<file path="config.mk">
export PLATFORM = sky130hd
export DESIGN_NAME = spi_clkdiv
export DESIGN_NICKNAME = d
export VERILOG_FILES = /design/src/rtl/spi_clkdiv_pkg.sv /design/src/rtl/spi_clkdiv_ctlreg.sv /design/src/rtl/spi_clkdiv_limit.sv /design/src/rtl/spi_clkdiv_engine.sv /design/src/rtl/spi_clkdiv.sv
export SDC_FILE = /design/constraint.sdc
export NUM_CORES = 1
export LEC_CHECK = 0
export ABC_CLOCK_PERIOD_IN_PS = 2800
export BUFFER_PORTS_ARGS = -buffer_cell sky130_fd_sc_hd__buf_2
export CAP_MARGIN = 20
export CORE_ASPECT_RATIO = 1.25
export CORE_MARGIN = 5
export CORE_UTILIZATION = 30
export CTS_BUF_LIST = sky130_fd_sc_hd__clkbuf_4 sky130_fd_sc_hd__clkbuf_8
export DETAILED_ROUTE_END_ITERATION = 7
export PLACE_DENSITY_LB_ADDON = 0.05
export SYNTH_ARGS = -nofsm -noshare
export SYNTH_HDL_FRONTEND = slang
export SYNTH_SLANG_ARGS = --single-unit
</file>
<file path="constraint.sdc">
create_clock -name clk -period 2.8 [get_ports clk]
set_clock_uncertainty 0.15 [all_clocks]
set_input_delay 0.28 -clock clk [delete_from_list [all_inputs] [get_ports clk]]
set_output_delay 0.28 -clock clk [all_outputs]
set_load 0.02 [all_outputs]
</file>
<file path="src/rtl/spi_clkdiv_pkg.sv">
package spi_clkdiv_pkg;

    localparam int unsigned DEF_LIN_W = 8;
    localparam int unsigned DEF_EXP_W = 4;

    // Counter width able to hold the largest half-period minus one under either law.
    function automatic int unsigned cnt_width(int unsigned lin_w, int unsigned exp_w);
        int unsigned e;
        e = (1 << exp_w) - 1;
        return (lin_w > e) ? lin_w : e;
    endfunction

endpackage

</file>
<file path="src/rtl/spi_clkdiv_ctlreg.sv">
module spi_clkdiv_ctlreg #(
    parameter int unsigned LIN_W = spi_clkdiv_pkg::DEF_LIN_W,
    parameter int unsigned EXP_W = spi_clkdiv_pkg::DEF_EXP_W,
    localparam int unsigned CTL_W = LIN_W + EXP_W + 1
) (
    input  logic             clk,
    input  logic             rst_n,
    input  logic             wr_en,
    input  logic [CTL_W-1:0] wr_data,
    output logic             lin_sel,
    output logic [LIN_W-1:0] lin_div,
    output logic [EXP_W-1:0] exp_div
);

    // Field order mirrors the register layout: select on top, linear field at the bottom.
    typedef struct packed {
        logic             sel;
        logic [EXP_W-1:0] ediv;
        logic [LIN_W-1:0] ldiv;
    } ctl_t;

    ctl_t ctl_d, ctl_q;

    always_comb begin
        ctl_d = ctl_q;
        if (wr_en) begin
            ctl_d = ctl_t'(wr_data);
        end
    end

    always_ff @(posedge clk or negedge rst_n) begin
        if (!rst_n) begin
            ctl_q <= '0;
        end else begin
            ctl_q <= ctl_d;
        end
    end

    assign lin_sel = ctl_q.sel;
    assign lin_div = ctl_q.ldiv;
    assign exp_div = ctl_q.ediv;

endmodule

</file>
<file path="src/rtl/spi_clkdiv_limit.sv">
module spi_clkdiv_limit #(
    parameter int unsigned LIN_W = spi_clkdiv_pkg::DEF_LIN_W,
    parameter int unsigned EXP_W = spi_clkdiv_pkg::DEF_EXP_W,
    localparam int unsigned CNT_W = spi_clkdiv_pkg::cnt_width(LIN_W, EXP_W)
) (
    input  logic             lin_sel,
    input  logic [LIN_W-1:0] lin_div,
    input  logic [EXP_W-1:0] exp_div,
    output logic [CNT_W-1:0] half_lim
);

    logic [CNT_W-1:0] exp_lim;
    logic [CNT_W-1:0] lin_lim;

    // Exponential law: half-period 2^n, so the terminal count is a mask of n low ones.
    for (genvar i = 0; i < CNT_W; i++) begin : g_mask
        assign exp_lim[i] = (i < int'(exp_div));
    end

    // Linear law: half-period n+1, so the terminal count is n itself.
    assign lin_lim = CNT_W'(lin_div);

    always_comb begin
        half_lim = lin_sel ? lin_lim : exp_lim;
    end

endmodule

</file>
<file path="src/rtl/spi_clkdiv_engine.sv">
module spi_clkdiv_engine #(
    parameter int unsigned LIN_W = spi_clkdiv_pkg::DEF_LIN_W,
    parameter int unsigned EXP_W = spi_clkdiv_pkg::DEF_EXP_W,
    localparam int unsigned CNT_W = spi_clkdiv_pkg::cnt_width(LIN_W, EXP_W)
) (
    input  logic             clk,
    input  logic             rst_n,
    input  logic             run,
    input  logic             cpol,
    input  logic             shd_sel,
    input  logic [LIN_W-1:0] shd_lin,
    input  logic [EXP_W-1:0] shd_exp,
    input  logic [CNT_W-1:0] half_lim,
    output logic             act_sel,
    output logic [LIN_W-1:0] act_lin,
    output logic [EXP_W-1:0] act_exp,
    output logic             sclk,
    output logic             sclk_tgl
);

    typedef struct packed {
        logic [CNT_W-1:0] cnt;
        logic             sclk;
        logic             tgl;
        logic             sel;
        logic [LIN_W-1:0] lin;
        logic [EXP_W-1:0] expn;
    } eng_t;

    eng_t st_d, st_q;
    logic at_edge;

    assign at_edge = (st_q.cnt == half_lim);

    always_comb begin
        st_d     = st_q;
        st_d.tgl = 1'b0;
        if (!run) begin
            // Idle: park at the polarity and track the shadow setting.
            st_d.cnt  = '0;
            st_d.sclk = cpol;
            st_d.sel  = shd_sel;
            st_d.lin  = shd_lin;
            st_d.expn = shd_exp;
        end else if (at_edge) begin
            // Half-period boundary: flip, and only here adopt a new setting.
            st_d.cnt  = '0;
            st_d.sclk = ~st_q.sclk;
            st_d.tgl  = 1'b1;
            st_d.sel  = shd_sel;
            st_d.lin  = shd_lin;
            st_d.expn = shd_exp;
        end else begin
            st_d.cnt = st_q.cnt + 1'b1;
        end
    end

    always_ff @(posedge clk or negedge rst_n) begin
        if (!rst_n) begin
            st_q <= '0;
        end else begin
            st_q <= st_d;
        end
    end

    assign act_sel  = st_q.sel;
    assign act_lin  = st_q.lin;
    assign act_exp  = st_q.expn;
    assign sclk     = st_q.sclk;
    assign sclk_tgl = st_q.tgl;

endmodule

</file>
<file path="src/rtl/spi_clkdiv.sv">
module spi_clkdiv #(
    parameter int unsigned LIN_W = spi_clkdiv_pkg::DEF_LIN_W,
    parameter int unsigned EXP_W = spi_clkdiv_pkg::DEF_EXP_W,
    localparam int unsigned CTL_W = LIN_W + EXP_W + 1,
    localparam int unsigned CNT_W = spi_clkdiv_pkg::cnt_width(LIN_W, EXP_W)
) (
    input  logic             clk,
    input  logic             rst_n,
    input  logic             ctl_wr,
    input  logic [CTL_W-1:0] ctl_wdata,
    input  logic             run,
    input  logic             cpol,
    output logic             sclk,
    output logic             sclk_tgl
);

    logic             shd_sel;
    logic [LIN_W-1:0] shd_lin;
    logic [EXP_W-1:0] shd_exp;
    logic             act_sel;
    logic [LIN_W-1:0] act_lin;
    logic [EXP_W-1:0] act_exp;
    logic [CNT_W-1:0] half_lim;

    spi_clkdiv_ctlreg #(.LIN_W(LIN_W), .EXP_W(EXP_W)) ctlreg_i (
        .clk     (clk),
        .rst_n   (rst_n),
        .wr_en   (ctl_wr),
        .wr_data (ctl_wdata),
        .lin_sel (shd_sel),
        .lin_div (shd_lin),
        .exp_div (shd_exp)
    );

    spi_clkdiv_limit #(.LIN_W(LIN_W), .EXP_W(EXP_W)) limit_i (
        .lin_sel  (act_sel),
        .lin_div  (act_lin),
        .exp_div  (act_exp),
        .half_lim (half_lim)
    );

    spi_clkdiv_engine #(.LIN_W(LIN_W), .EXP_W(EXP_W)) engine_i (
        .clk      (clk),
        .rst_n    (rst_n),
        .run      (run),
        .cpol     (cpol),
        .shd_sel  (shd_sel),
        .shd_lin  (shd_lin),
        .shd_exp  (shd_exp),
        .half_lim (half_lim),
        .act_sel  (act_sel),
        .act_lin  (act_lin),
        .act_exp  (act_exp),
        .sclk     (sclk),
        .sclk_tgl (sclk_tgl)
    );

endmodule

</file>
### Yosys cells after proc, flatten, opt, wreduce, memory -nomap -nowiden

Index checks and enable logic that the tools add are counted.

| storage, ports and cells | value |
|---|---|
| flip-flop bits (word level) | 43 |
| bits in latches | 0 |
| RAM bits | 0 |
| bits in read-only memories | 0 |
| input port bits | 18 |
| output and inout port bits | 2 |
| logic and storage cells | 34 |
| memories kept | 0 |

| cells by class | value |
|---|---|
| $add $sub $neg | 1 |
| $mul | 0 |
| divide/modulo/power cells | 0 |
| $lt $le $gt $ge | 15 |
| equal/unequal tests | 2 |
| shift-type cells | 0 |
| muxes and demuxes | 6 |
| bitwise logic cells | 1 |
| reduce and logical (&&, ||, !) cells | 0 |

Operators with widths:

| kind | count |
|---|---|
| 2-to-1 mux 15 bit | 3 |
| < comparator 4 bit, first input constant | 7 |
| < comparator 3 x 4 -> 1 bit, first input constant | 4 |
| 2-to-1 mux 16 bit | 1 |
| adder 15 x 1 -> 15 bit, second input constant | 1 |
| == test 15 bit | 1 |
| 2-to-1 mux 13 bit | 1 |
| < comparator 1 x 4 -> 1 bit, first input constant | 2 |
| < comparator 2 x 4 -> 1 bit, first input constant | 2 |
| != test 2 x 1 -> 1 bit, second input constant | 1 |
| 2-to-1 mux 1 bit | 1 |
| inverter 1 bit | 1 |

### Depth between registers and ports, before layout

Gate-level depths: netlist (run 1).

| depth | value |
|---|---|
| depth after elaboration | 5 |
| gate-level depth with buffers | 10 |

### Modules after synthesis

A second synthesis (run 1) with hierarchy kept.

| second synthesis, totals | value |
|---|---|
| cells, all modules | 205 |
| area total of the unflattened synthesis | 2262.2 um^2 |

Modules (own cells, without submodules):

| module | times used | cells an instance | area each (um^2) |
|---|---|---|---|
| spi_clkdiv_engine | 1 | 137 | 1541.5 |
| spi_clkdiv_ctlreg | 1 | 27 | 520.5 |
| spi_clkdiv_limit | 1 | 41 | 200.2 |

### Worst setup path after synthesis (run 1)

No wires, ideal clock.

| timing | value |
|---|---|
| kind | register to register |
| from | reg engine_i.st_q (netlist bit engine_i.act_exp[0]) |
| to | reg engine_i.st_q (netlist bit engine_i.act_exp[0]) |
| arrival | 2224 ps |
| data required time | 2525 ps |
| setup slack | 301 ps |
| cell stages (with the launch flop) | 9 |
| clock period less this slack | 2499 ps |
| cell sequence | dfrtp_1 -> buf_6 -> o21a_1 -> or4_1 -> a311oi_1 -> and4b_2 -> a31oi_4 -> buf_6 -> mux2_4 |

| between the ends | value |
|---|---|
| word-level cells in the longest chain between the ends | 4 |
| elaborated cells on any way between the ends | 18 |
| those cells by class | order compare: 15; eq/ne: 2; mux: 1 |

RTL lines:

| item | line | text |
|---|---|---|
| start, declared | spi_clkdiv_engine.sv:30 | `eng_t st_d, st_q;` |
| start signal, assigned | spi_clkdiv_engine.sv:62 | `st_q <= st_d;` |
| < comparator 1 x 4 -> 1 bit, or another cell as far along | spi_clkdiv_limit.sv:17 | `assign exp_lim[i] = (i < int'(exp_div));` |
| 2-to-1 mux 15 bit (*) | spi_clkdiv_limit.sv:24 | `half_lim = lin_sel ? lin_lim : exp_lim;` |
| == test 15 bit (*) | spi_clkdiv_engine.sv:33 | `assign at_edge = (st_q.cnt == half_lim);` |
| != test 2 x 1 -> 1 bit (no line) (*) | - |  |

Every way passes the cells marked *; elsewhere a longest branch is shown, timed or not.
A chain may end at the register's enable or synchronous reset.

### Worst setup path after layout (run 1)

| timing | value |
|---|---|
| from | reg engine_i.st_q (netlist bit engine_i.act_lin[3]) |
| to | reg engine_i.st_q (netlist bit engine_i.act_lin[7]) |

| between the ends | value |
|---|---|
| word-level cells in the longest chain between the ends | 3 |

RTL lines:

| item | line |
|---|---|
| 2-to-1 mux 15 bit | spi_clkdiv_limit.sv:24 |
| == test 15 bit | spi_clkdiv_engine.sv:33 |
| != test 2 x 1 -> 1 bit (no line) | - |

Every way passes these cells.

==> metrics, run 1 <==
run status finished clean; overall die area approximately 9600 um2; post-DR wirelength/cell 16.1 um; cell type with the highest aggregate area in the netlist sky130_fd_sc_hd__dfrtp_1; Cell Pwr Density 565 nW/um2; core box area approximately 7400 um2; cts-stage hold buffer count 0; H-Tree Depth 2; initial standard-cell utilization of the core approximately 31%; number of stages on the worst hold path 2; max frequency 0.403 GHz; total nets after synthesis around 230; antenna diode count 0; via count of the first global-routing pass approximately 1800; port bufs 19; number of nets in the layout 260; final instance area 2720 um2; worst skew pair latency ~0.3 ns; instance count of the mapped netlist around 210; Detailed Place HPWL between 3000 and 4000 um; number of cells on the worst reg-to-reg path 8; Via density 5.05; CP max FO 14; largest net degree at the start of global routing 44; Die W between 80 and 90 um; First DRT Iteration DRCs between 80 and 90; cell at the root of the clock tree sky130_fd_sc_hd__clkbuf_8; Critical Path AT 2.52 ns; post-synthesis instance area ~2300 um2; worst slew margin relative to its limit 65.0%; period utilisation layout slightly below 90%; WL final between 5000 and 6000 um; EDFF count, synth 0; flip-flop and latch count after synthesis 43; Final Hold Vio Count 0; number of antenna violations at the first check in global routing 0; Via Count 1680; switching power 432 uW; Internal Power approximately 1100 uW; remaining global-route overflow 0; kind of end point of the critical path flop; first-pass GRT wire length around 9500 um; maximum buffer depth of the clock tree 2; post-synth top area share between 40% and 50%; IO Count 20; switching fraction of total power around 28%; CTS buffer count 5; setup violation total in the final timing report 0; combinational power share 21.4%; class of the most critical hold timing path primary input to flop; Total Power between 1500 and 2000 uW; Post-Place Cell Area ~2600 um2; max-slew violation count 0; count of cell types in the netlist slightly below 50; Area contributors post-synth sky130_fd_sc_hd__dfrtp_1 47%, sky130_fd_sc_hd__mux2_2 8.3%, sky130_fd_sc_hd__mux2_4 5.8%; sum of negative setup slack 0 ns; number of detailed-routing iterations run before antenna repair 4; die height approximately 110 um; startpoint kind of the worst setup timing path flop; transition at the pin with the smallest max-transition slack around 0.52 ns; number of antenna-violating nets in the routed design 0; max-cap viol count 0; area overhead of the layout relative to synthesis 17.5%; power share of the clock group between 30% and 40%; Placer Congestion roughly 0.84; share of post-route cells with drive strength above 1 between 20% and 30%; mean cell area of the mapped netlist roughly 11 um2; worst vdd ir between 0.2 and 0.25 mV; row cnt 35; Fill cells 771; Flop pwr share roughly 47%; number of gates resized after CTS 0; clock tree from TritonCTS done; number of sinks driven by the clock tree between 40 and 50; global routing usage summed across all routing layers 12.7%; static leakage roughly 0.0011 uW; endpoint required time on the critical path roughly 2.8 ns; proportion of synthesized chip area in sequential cells between 40 and 50%; minimum clock period between 2 and 2.5 ns; Setup Buffers After CTS 0; number of remaining DRC errors 0; clock edge transition at the registers on the reported setup and hold paths 0.09 ns; unrepaired setup endpoints after global routing false; Yosys warning total 0; class of the most critical setup path flop to flop; ys flop type sky130_fd_sc_hd__dfrtp_1; post-synthesis async set-or-reset flop share 100%
final cells by class:
class / instances / area, um2 / share of cell area (%)
clock buffer: 5 / 68.8 / 2.53
clock inverter: 2 / 37.5 / 1.38
sequential: 43 / 1080 / 39.6
multi-input combinational: 146 / 1130 / 41.6
timing repair buffer: 36 / 258 / 9.48
tap: 92 / 115 / 4.23
inverter: 9 / 33.8 / 1.24
final timing paths:
kind / from / endpoint / slack, ns
hold / removal: ctl_wdata[10] / ctlreg_i.exp_div[2] / 0.06
hold reg to reg: ctlreg_i.lin_div[1] / engine_i.act_lin[1] / 0.36
setup reg to reg: engine_i.act_lin[3] / engine_i.act_lin[7] / 0.32
min in group asynchronous: rst_n / engine_i.st_q[17] / 0.33
max in group asynchronous: rst_n / ctlreg_i.exp_div[2] / 1.67
setup / recovery: engine_i.act_lin[3] / engine_i.act_lin[7] / 0.32
metrics by stage:
step | hold slack, ns | util (%) | worst slack, ns | cells
after floorplan | -0.166 | - | 0.301 | 212
after global placement | 0.339 | 34.6 | 0.289 | 324
after detailed placement | 0.349 | 34.6 | 0.296 | 324
after CTS | 0.0293 | 36.0 | 0.239 | 331
after global routing | 0.0461 | 36.5 | 0.122 | 333
final | 0.0576 | 36.5 | 0.320 | 333
synthesized netlist by cell type (all sizes together), types with 2 or more instances:
cell and n:
dfrtp 43, mux2 26, nor3 17, xnor2 14
nor2 9, buf 8, inv 8, nand2 8
nor2b 7, clkbuf 6, nand3 6, xor2 6
nor4 5, and2 4, and3 4, o21ai 4
a21oi 3, a31oi 3, nand2b 3, nand4 3
o31ai 2
sequential cells by signal (all words and copies together) (netlist names):
signal / count
engine_i.sclk: 1
ctlreg_i.exp_div: 4
ctlreg_i.lin_div: 8
engine_i.sclk_tgl: 1
engine_i.act_exp: 4
engine_i.act_lin: 8
ctlreg_i.lin_sel: 1
engine_i.act_sel: 1
engine_i.st_q: 15
kinds of logic (layout without fill, tap and decap cells):
| kind of cell | after synthesis | count (layout) | share of synthesized area, % |
|---|---|---|---|
| and+or+nand+nor | 72 | 72 | 17.3 |
| DFF | 43 | 43 | 46.5 |
| muxes | 27 | 27 | 14.5 |
| AOI/OAI and AO/OA | 25 | 25 | 8.49 |
| buffers and inverters | 23 | 52 | 4.65 |
| xor gates and xnor gates | 20 | 20 | 7.57 |
| adders and majority gates | 2 | 2 | 0.973 |
routing by layer:
layer	GRT usage, %	vias up	wire length (um)
met5	0	-	0
met4	3.78	0	89
met3	2.74	10	183
met2	21.1	34	2650
met1	16.6	819	2450
li1	-	817	-
worst max-delay path, cell delays in order (launching register included):
cell	delay, ns
sky130_fd_sc_hd__dfrtp_1	0.43
sky130_fd_sc_hd__nor2b_1	0.15
sky130_fd_sc_hd__o41ai_1	0.45
sky130_fd_sc_hd__o31ai_1	0.15
sky130_fd_sc_hd__nor4_2	0.32
sky130_fd_sc_hd__buf_4	0.19
sky130_fd_sc_hd__a31oi_4	0.08
sky130_fd_sc_hd__buf_12	0.16
sky130_fd_sc_hd__mux2_4	0.29
cells in the final DEF (no fill, tap or decap), types with 7 or more instances in the layout:
cell type,instances
sky130_fd_sc_hd__buf_2,19
sky130_fd_sc_hd__xnor2_1,14
sky130_fd_sc_hd__mux2_2,17
sky130_fd_sc_hd__buf_4,14
sky130_fd_sc_hd__inv_1,8
sky130_fd_sc_hd__nor2_1,9
sky130_fd_sc_hd__nor2b_1,7
sky130_fd_sc_hd__mux2_4,9
sky130_fd_sc_hd__dfrtp_1,43
sky130_fd_sc_hd__nand2_1,8
sky130_fd_sc_hd__nor3_1,17
power by group through the flow:
stage	logic [uW]	registers [uW]	clock network (uW)
after floorplan	224	717	0
after global placement	322	730	0
after detailed placement	327	732	0
after CTS	328	719	505
after global routing	365	729	525
final	328	718	490
(Power assumes the default switching activity.)
==> run 2: changes to the inputs <==
--- a/config.mk
+++ b/config.mk
@@ -10,9 +10,9 @@
 export CAP_MARGIN = 20
 export CORE_ASPECT_RATIO = 1.25
-export CORE_MARGIN = 5
 export CORE_UTILIZATION = 30
 export CTS_BUF_LIST = sky130_fd_sc_hd__clkbuf_4 sky130_fd_sc_hd__clkbuf_8
 export DETAILED_ROUTE_END_ITERATION = 7
 export PLACE_DENSITY_LB_ADDON = 0.05
+export SKIP_CTS_REPAIR_TIMING = 1
 export SYNTH_ARGS = -nofsm -noshare
 export SYNTH_HDL_FRONTEND = slang
--- a/constraint.sdc
+++ b/constraint.sdc
@@ -3,3 +3,3 @@
 set_input_delay 0.28 -clock clk [delete_from_list [all_inputs] [get_ports clk]]
 set_output_delay 0.28 -clock clk [all_outputs]
-set_load 0.02 [all_outputs]
+set_load 0.005 [all_outputs]
==> run 2 against run 1 <==
Net effect: non-clock buffer count stayed put; die area is 16% lower; clock power is 17% lower; register-to-register slack worse by 0.15 ns; cell area is 0.60% lower; cell count is 0.60% higher; first-iteration DRC count is 43% lower; clock-buffer cell count is 1 higher; utilization hardly changed; global-route usage is 1.8 points higher; sequential cell count stayed put; critical endpoint is now engine_i.act_exp[0].
==> metrics, run 2 (same netlist as run 1, synthesis figures left out) <==
unrepaired setup endpoints after global routing false; utilization after layout about 37%; H-Tree Depth 2; cell at the root of the clock tree sky130_fd_sc_hd__clkbuf_8; worst skew pair latency roughly 0.3 ns; first-pass GRT wire length around 8800 um; largest register by flop count engine_i.st_q; class of the most critical setup path flop to flop; antenna diode count 0; run status finished clean; WL final ~5300 um; share of post-route cells with drive strength above 1 between 30% and 40%; cell count after placement ~320; remaining global-route overflow 0; commonest cells after routing, fill and taps aside 43 x sky130_fd_sc_hd__dfrtp_1, 19 x sky130_fd_sc_hd__buf_2, 17 x sky130_fd_sc_hd__nor3_1, 17 x sky130_fd_sc_hd__mux2_2, 15 x sky130_fd_sc_hd__buf_4; minimum clock period 2.63 ns; class of the most critical hold timing path primary input to flop; Die W approximately 81 um; flip-flop count of the largest register, all copies and words added 15; core box area about 7400 um2; post-route insts no fill between 300 and 400; First DRT Iteration DRCs 47; worst slew margin relative to its limit between 60% and 70%; post-route worst hold slack 0.0576 ns; Critical Path AT between 2 and 3 ns; Final Hold Vio Count 0; number of sinks driven by the clock tree 43; maximum buffer depth of the clock tree 2; initial standard-cell utilization of the core 31.3%; IO Count 20; overall die area a little over 8000 um2; post-DR wirelength/cell roughly 16 um; port bufs 19; endpoint required time on the critical path ~2.8 ns; via count of the first global-routing pass around 1700; kind of end point of the critical path flop; max-slew violation count 0; static leakage approximately 0.0011 uW; sum of negative setup slack 0 ns; number of nets in the layout between 200 and 300; CTS buffer count 5; largest net degree at the start of global routing 44; startpoint kind of the worst setup timing path flop; Via Count 1654; number of detailed-routing iterations run before antenna repair 4; global routing usage summed across all routing layers 14.5%; most frequent standard cell in the layout excluding fill and tap cells sky130_fd_sc_hd__dfrtp_1; clock tree from TritonCTS done; period utilisation layout approximately 94%; Placer Congestion 0.763; number of antenna violations at the first check in global routing 0; transition at the pin with the smallest max-transition slack 0.455 ns; number of remaining DRC errors 0; die height approximately 100 um; area overhead of the layout relative to synthesis 16.8%; worst vdd ir ~0.23 mV; setup violation total in the final timing report 0; clock edge transition at the registers on the reported setup and hold paths 0.08 ns; max-cap viol count 0; Via density 4.94; number of antenna-violating nets in the routed design 0; row cnt 35; max frequency approximately 0.38 GHz; CP max FO 7; Detailed Place HPWL about 3800 um; Cell Pwr Density 538 nW/um2
## run 2: cell types whose count changed in the layout (fill, tap and decap cells not counted), sizes merged
cell	previous run	this run
a31oi	3	4
bufinv	1	0
clkbuf	5	6
clkinv	1	2
## run 2: final timing paths
check,startpoint,to,slack (ns),depth (start not counted)
min in group asynchronous,rst_n,engine_i.st_q[24],0.31,2
max in group asynchronous,rst_n,engine_i.act_lin[2],1.71,3
max,engine_i.act_exp[2],engine_i.act_exp[0],0.17,6
min reg2reg,ctlreg_i.lin_div[6],engine_i.act_lin[6],0.36,1
min,ctl_wdata[3],ctlreg_i.lin_div[3],0.06,2
max reg2reg,engine_i.act_exp[2],engine_i.act_exp[0],0.17,6
## run 2: layout make-up
class / count / area, um2
clock buffers: 6 / 76.3
multi-input cells: 147 / 1150
clock inverters: 2 / 12.5
flip-flops and latches: 43 / 1080
repair buffers: 36 / 238
fillers: 766 / 4700
inverters: 9 / 33.8
well taps: 92 / 115
## run 2: power by group
part	switching (uW)	total [uW]	internal, uW
clock	222	407	184
combinational	158	326	168
sequential	45.6	720	674
## run 2: through the flow
| stage | setup WS (ns) | instance area [um2] | total power, uW |
|---|---|---|---|
| 2_1_floorplan | 0.301 | 2310 | 940 |
| 3_5_place_dp | 0.0957 | 2560 | 1050 |
| 4_1_cts | 0.0734 | 2650 | 1460 |
| 3_3_place_gp | 0.114 | 2560 | 1040 |
| 6_report | 0.174 | 2700 | 1450 |
| 5_1_grt | 0.0180 | 2700 | 1540 |
## run 2: layer usage
layer  vias to the layer above  share of wire (%)  global-route usage (%)
met1                       810                 48                    18.7
li1                        818                  -                       -
met5                         -                  0                       0
met2                        22                 49                    24.6
met4                         0               0.95                    3.43
met3                         4                2.7                    3.18
## run 2: critical path, stage by stage, from the launching register on
cell	delay, ns
sky130_fd_sc_hd__dfrtp_1	0.46
sky130_fd_sc_hd__o21a_1	0.17
sky130_fd_sc_hd__or4_1	0.46
sky130_fd_sc_hd__a311oi_1	0.34
sky130_fd_sc_hd__and4b_2	0.38
sky130_fd_sc_hd__a31oi_4	0.21
sky130_fd_sc_hd__mux2_4	0.35
==> run 3: changes to the inputs <==
ABC_CLOCK_PERIOD_IN_PS = default   (was 2800)
SYNTH_HIERARCHICAL = 1   (was default)
==> run 3 against run 2 <==
Net effect: utilization is 1.5 points lower; largest cell class is now flip-flops and latches; cell count is 5.1% lower; worst setup slack got worse by 0.14 ns; critical path depth up 1.
==> metrics, run 3 <==
mean cell area of the mapped netlist around 11 um2; power share of the clock group 28.2%; setup violation total in the final timing report 0; worst vdd ir 0.189 mV; IO Count 20; Detailed Place HPWL between 3000 and 4000 um; Critical Path AT ~2.8 ns; maximum buffer depth of the clock tree 2; combined area of the multi-input logic cells between 1000 and 1500 um2; CP max FO 13; largest net degree at the start of global routing 44; flip-flop and latch count after synthesis 43; master of the slowest instance on the critical path sky130_fd_sc_hd__or4_1; flip-flop count of the largest register, all copies and words added 15; Via Count between 1000 and 1500; run status finished clean; ys flop type sky130_fd_sc_hd__dfrtp_1; chain of cells forming the critical path or4_1, mux2_4, xnor2_2, nand4_1, o31ai_4, buf_12, mux2_2; EDFF count, synth 0; proportion of synthesized chip area in sequential cells between 40% and 50%; number of remaining DRC errors 0; First DRT Iteration DRCs 57; Area contributors post-synth sky130_fd_sc_hd__dfrtp_1 48%, sky130_fd_sc_hd__mux2_4 9.3%, sky130_fd_sc_hd__mux2_2 6.5%; Flop pwr share about half; H-Tree Depth 2; worst skew pair latency approximately 0.3 ns; most frequent standard cell in the layout excluding fill and tap cells sky130_fd_sc_hd__dfrtp_1; switching power 390 uW; Slowest Stage Delay on Critical Path about 0.53 ns; post-route worst hold slack approximately 0.056 ns; switching fraction of total power between 20% and 30%; share of post-route cells with drive strength above 1 approximately a third; post-synthesis instance area ~2300 um2; most numerous cell in the Yosys netlist sky130_fd_sc_hd__dfrtp_1; remaining global-route overflow 0; post-DR wirelength/cell between 10 and 15 um; post-synth top area share around 48%; Cell Pwr Density 545 nW/um2; port bufs 19; cell type with the highest aggregate area in the netlist sky130_fd_sc_hd__dfrtp_1; CTS buffer count 5; clock tree from TritonCTS done; WL final roughly 4400 um; initial standard-cell utilization of the core a little under a third; first-pass GRT wire length about 7400 um; post-synthesis async set-or-reset flop share 100%; max-cap viol count 0; largest register by flop count engine_i/st_q; utilization after layout a little over a third; area overhead of the layout relative to synthesis 13.9%; via count of the first global-routing pass between 1000 and 1500; Via density around 4.5; static leakage 0.00116 uW; worst slew margin relative to its limit between 70% and 80%; antenna diode count 0; Post-Place Cell Area roughly 2400 um2; transition at the pin with the smallest max-transition slack just under 0.4 ns; number of antenna violations at the first check in global routing 0; number of sinks driven by the clock tree 43; overall die area a little under 8000 um2; commonest cells after routing, fill and taps aside 41 x sky130_fd_sc_hd__dfrtp_1, 28 x sky130_fd_sc_hd__nor2_1, 19 x sky130_fd_sc_hd__buf_2; max frequency ~0.36 GHz; Die W around 80 um; period utilisation layout a little over nine tenths; global routing usage summed across all routing layers 12.5%; minimum clock period roughly 2.8 ns; Fill cells about 750; unrepaired setup endpoints after global routing true; core box area approximately 7400 um2; number of nets in the layout about 240; Yosys warning total 6; top cells by count, synth 43 x sky130_fd_sc_hd__dfrtp_1, 28 x sky130_fd_sc_hd__nor2_1, 16 x sky130_fd_sc_hd__xor2_1; number of antenna-violating nets in the routed design 0; endpoint required time on the critical path roughly 2.8 ns; total nets after synthesis between 200 and 250; clock edge transition at the registers on the reported setup and hold paths approximately 0.080 ns; number of detailed-routing iterations run before antenna repair 4; max-slew violation count 0; kind of end point of the critical path flop; die height 99.1 um; Final Hold Vio Count 0; startpoint kind of the worst setup timing path flop; Internal Power about 1000 uW; final instance area about 2600 um2; combinational power share between 20% and 30%; sequential cell area between 1000 and 1500 um2; instance count of the mapped netlist a little over 200; class of the most critical hold timing path primary input to flop; Placer Congestion 0.794; row cnt 35; cell at the root of the clock tree sky130_fd_sc_hd__clkbuf_8; count of cell types in the netlist 30; class of the most critical setup path flop to flop
==> run 3: changes by cell type after synthesis, sizes merged, moves of 3 or more <==
| cell | delta |
|---|---|
| nor2 | +19 |
| nor3 | -13 |
| xor2 | +10 |
| buf | +6 |
| a21oi | +4 |
| and2 | -4 |
| and3 | -4 |
| nor2b | -4 |
| nand2 | +3 |
| nand2b | -3 |
==> run 3: cells by family (layout without fill, tap and decap cells) <==
family | count (synthesis) | after routing | share of synthesized area, %
muxes | 27 | 27 | 15.8
adders and majority gates | 1 | 1 | 0.553
AOI/OAI and AO/OA | 13 | 13 | 3.93
DFF | 43 | 43 | 47.6
buffers and inverters | 26 | 47 | 7.41
xor gates and xnor gates | 28 | 28 | 10.8
and+or+nand+nor | 67 | 67 | 13.9
==> run 3: area by class of cell <==
class / instances / area share [%]
Sequential cell: 43 / 41.8
Multi-Input combinational cell: 136 / 40.7
Timing Repair Buffer: 32 / 8.54
Tap cell: 92 / 4.47
Clock buffer: 6 / 2.96
Inverter: 7 / 1.02
Clock inverter: 2 / 0.485
==> run 3: through the flow <==
stage	TNS [ns]	power [uW]	setup WS, ns	std cells
floorplan	0	939	0.0270	205
global placement	-0.00852	997	-0.00327	307
detailed placement	-0.439	1000	-0.0532	307
CTS	-0.573	1410	-0.0597	315
global route	-0.683	1500	-0.0723	318
finish	0	1400	0.0366	318
==> run 3: per-layer routing <==
layer	share of wire [%]	track usage, %
met4	1.6	4.62
met3	2.2	3.33
met1	45	15.7
met5	0	0
met2	51	20.2
==> run 3: critical path: cells and delay by family (launching register included) <==
kind | cells | cell delay (ns)
AOI/OAI and AO/OA | 1 | 0.36
DFF | 1 | 0.45
and+or+nand+nor | 2 | 0.73
muxes | 2 | 0.64
xor gates and xnor gates | 1 | 0.14
buffers and inverters | 1 | 0.19
==> run 3: worst paths after layout <==
kind	start	to	slack, ns	cells after the start
max	engine_i/act_exp[2]	engine_i/act_lin[5]	0.04	7
min	ctl_wdata[6]	ctlreg_i/lin_div[6]	0.06	2
max reg2reg	engine_i/act_exp[2]	engine_i/act_lin[5]	0.04	7
min reg2reg	engine_i/act_lin[3]	engine_i/act_lin[3]	0.36	1
max in group asynchronous	rst_n	engine_i/act_exp[3]	1.73	3
min in group asynchronous	rst_n	ctlreg_i/lin_div[7]	0.28	2
==> run 3: power by group through the flow <==
stage / Combinational, uW / Clock, uW / Sequential, uW
finish: 294 / 396 / 714
global route: 327 / 451 / 722
CTS: 276 / 418 / 713
detailed placement: 275 / 0 / 725
global placement: 273 / 0 / 724
floorplan: 231 / 0 / 709
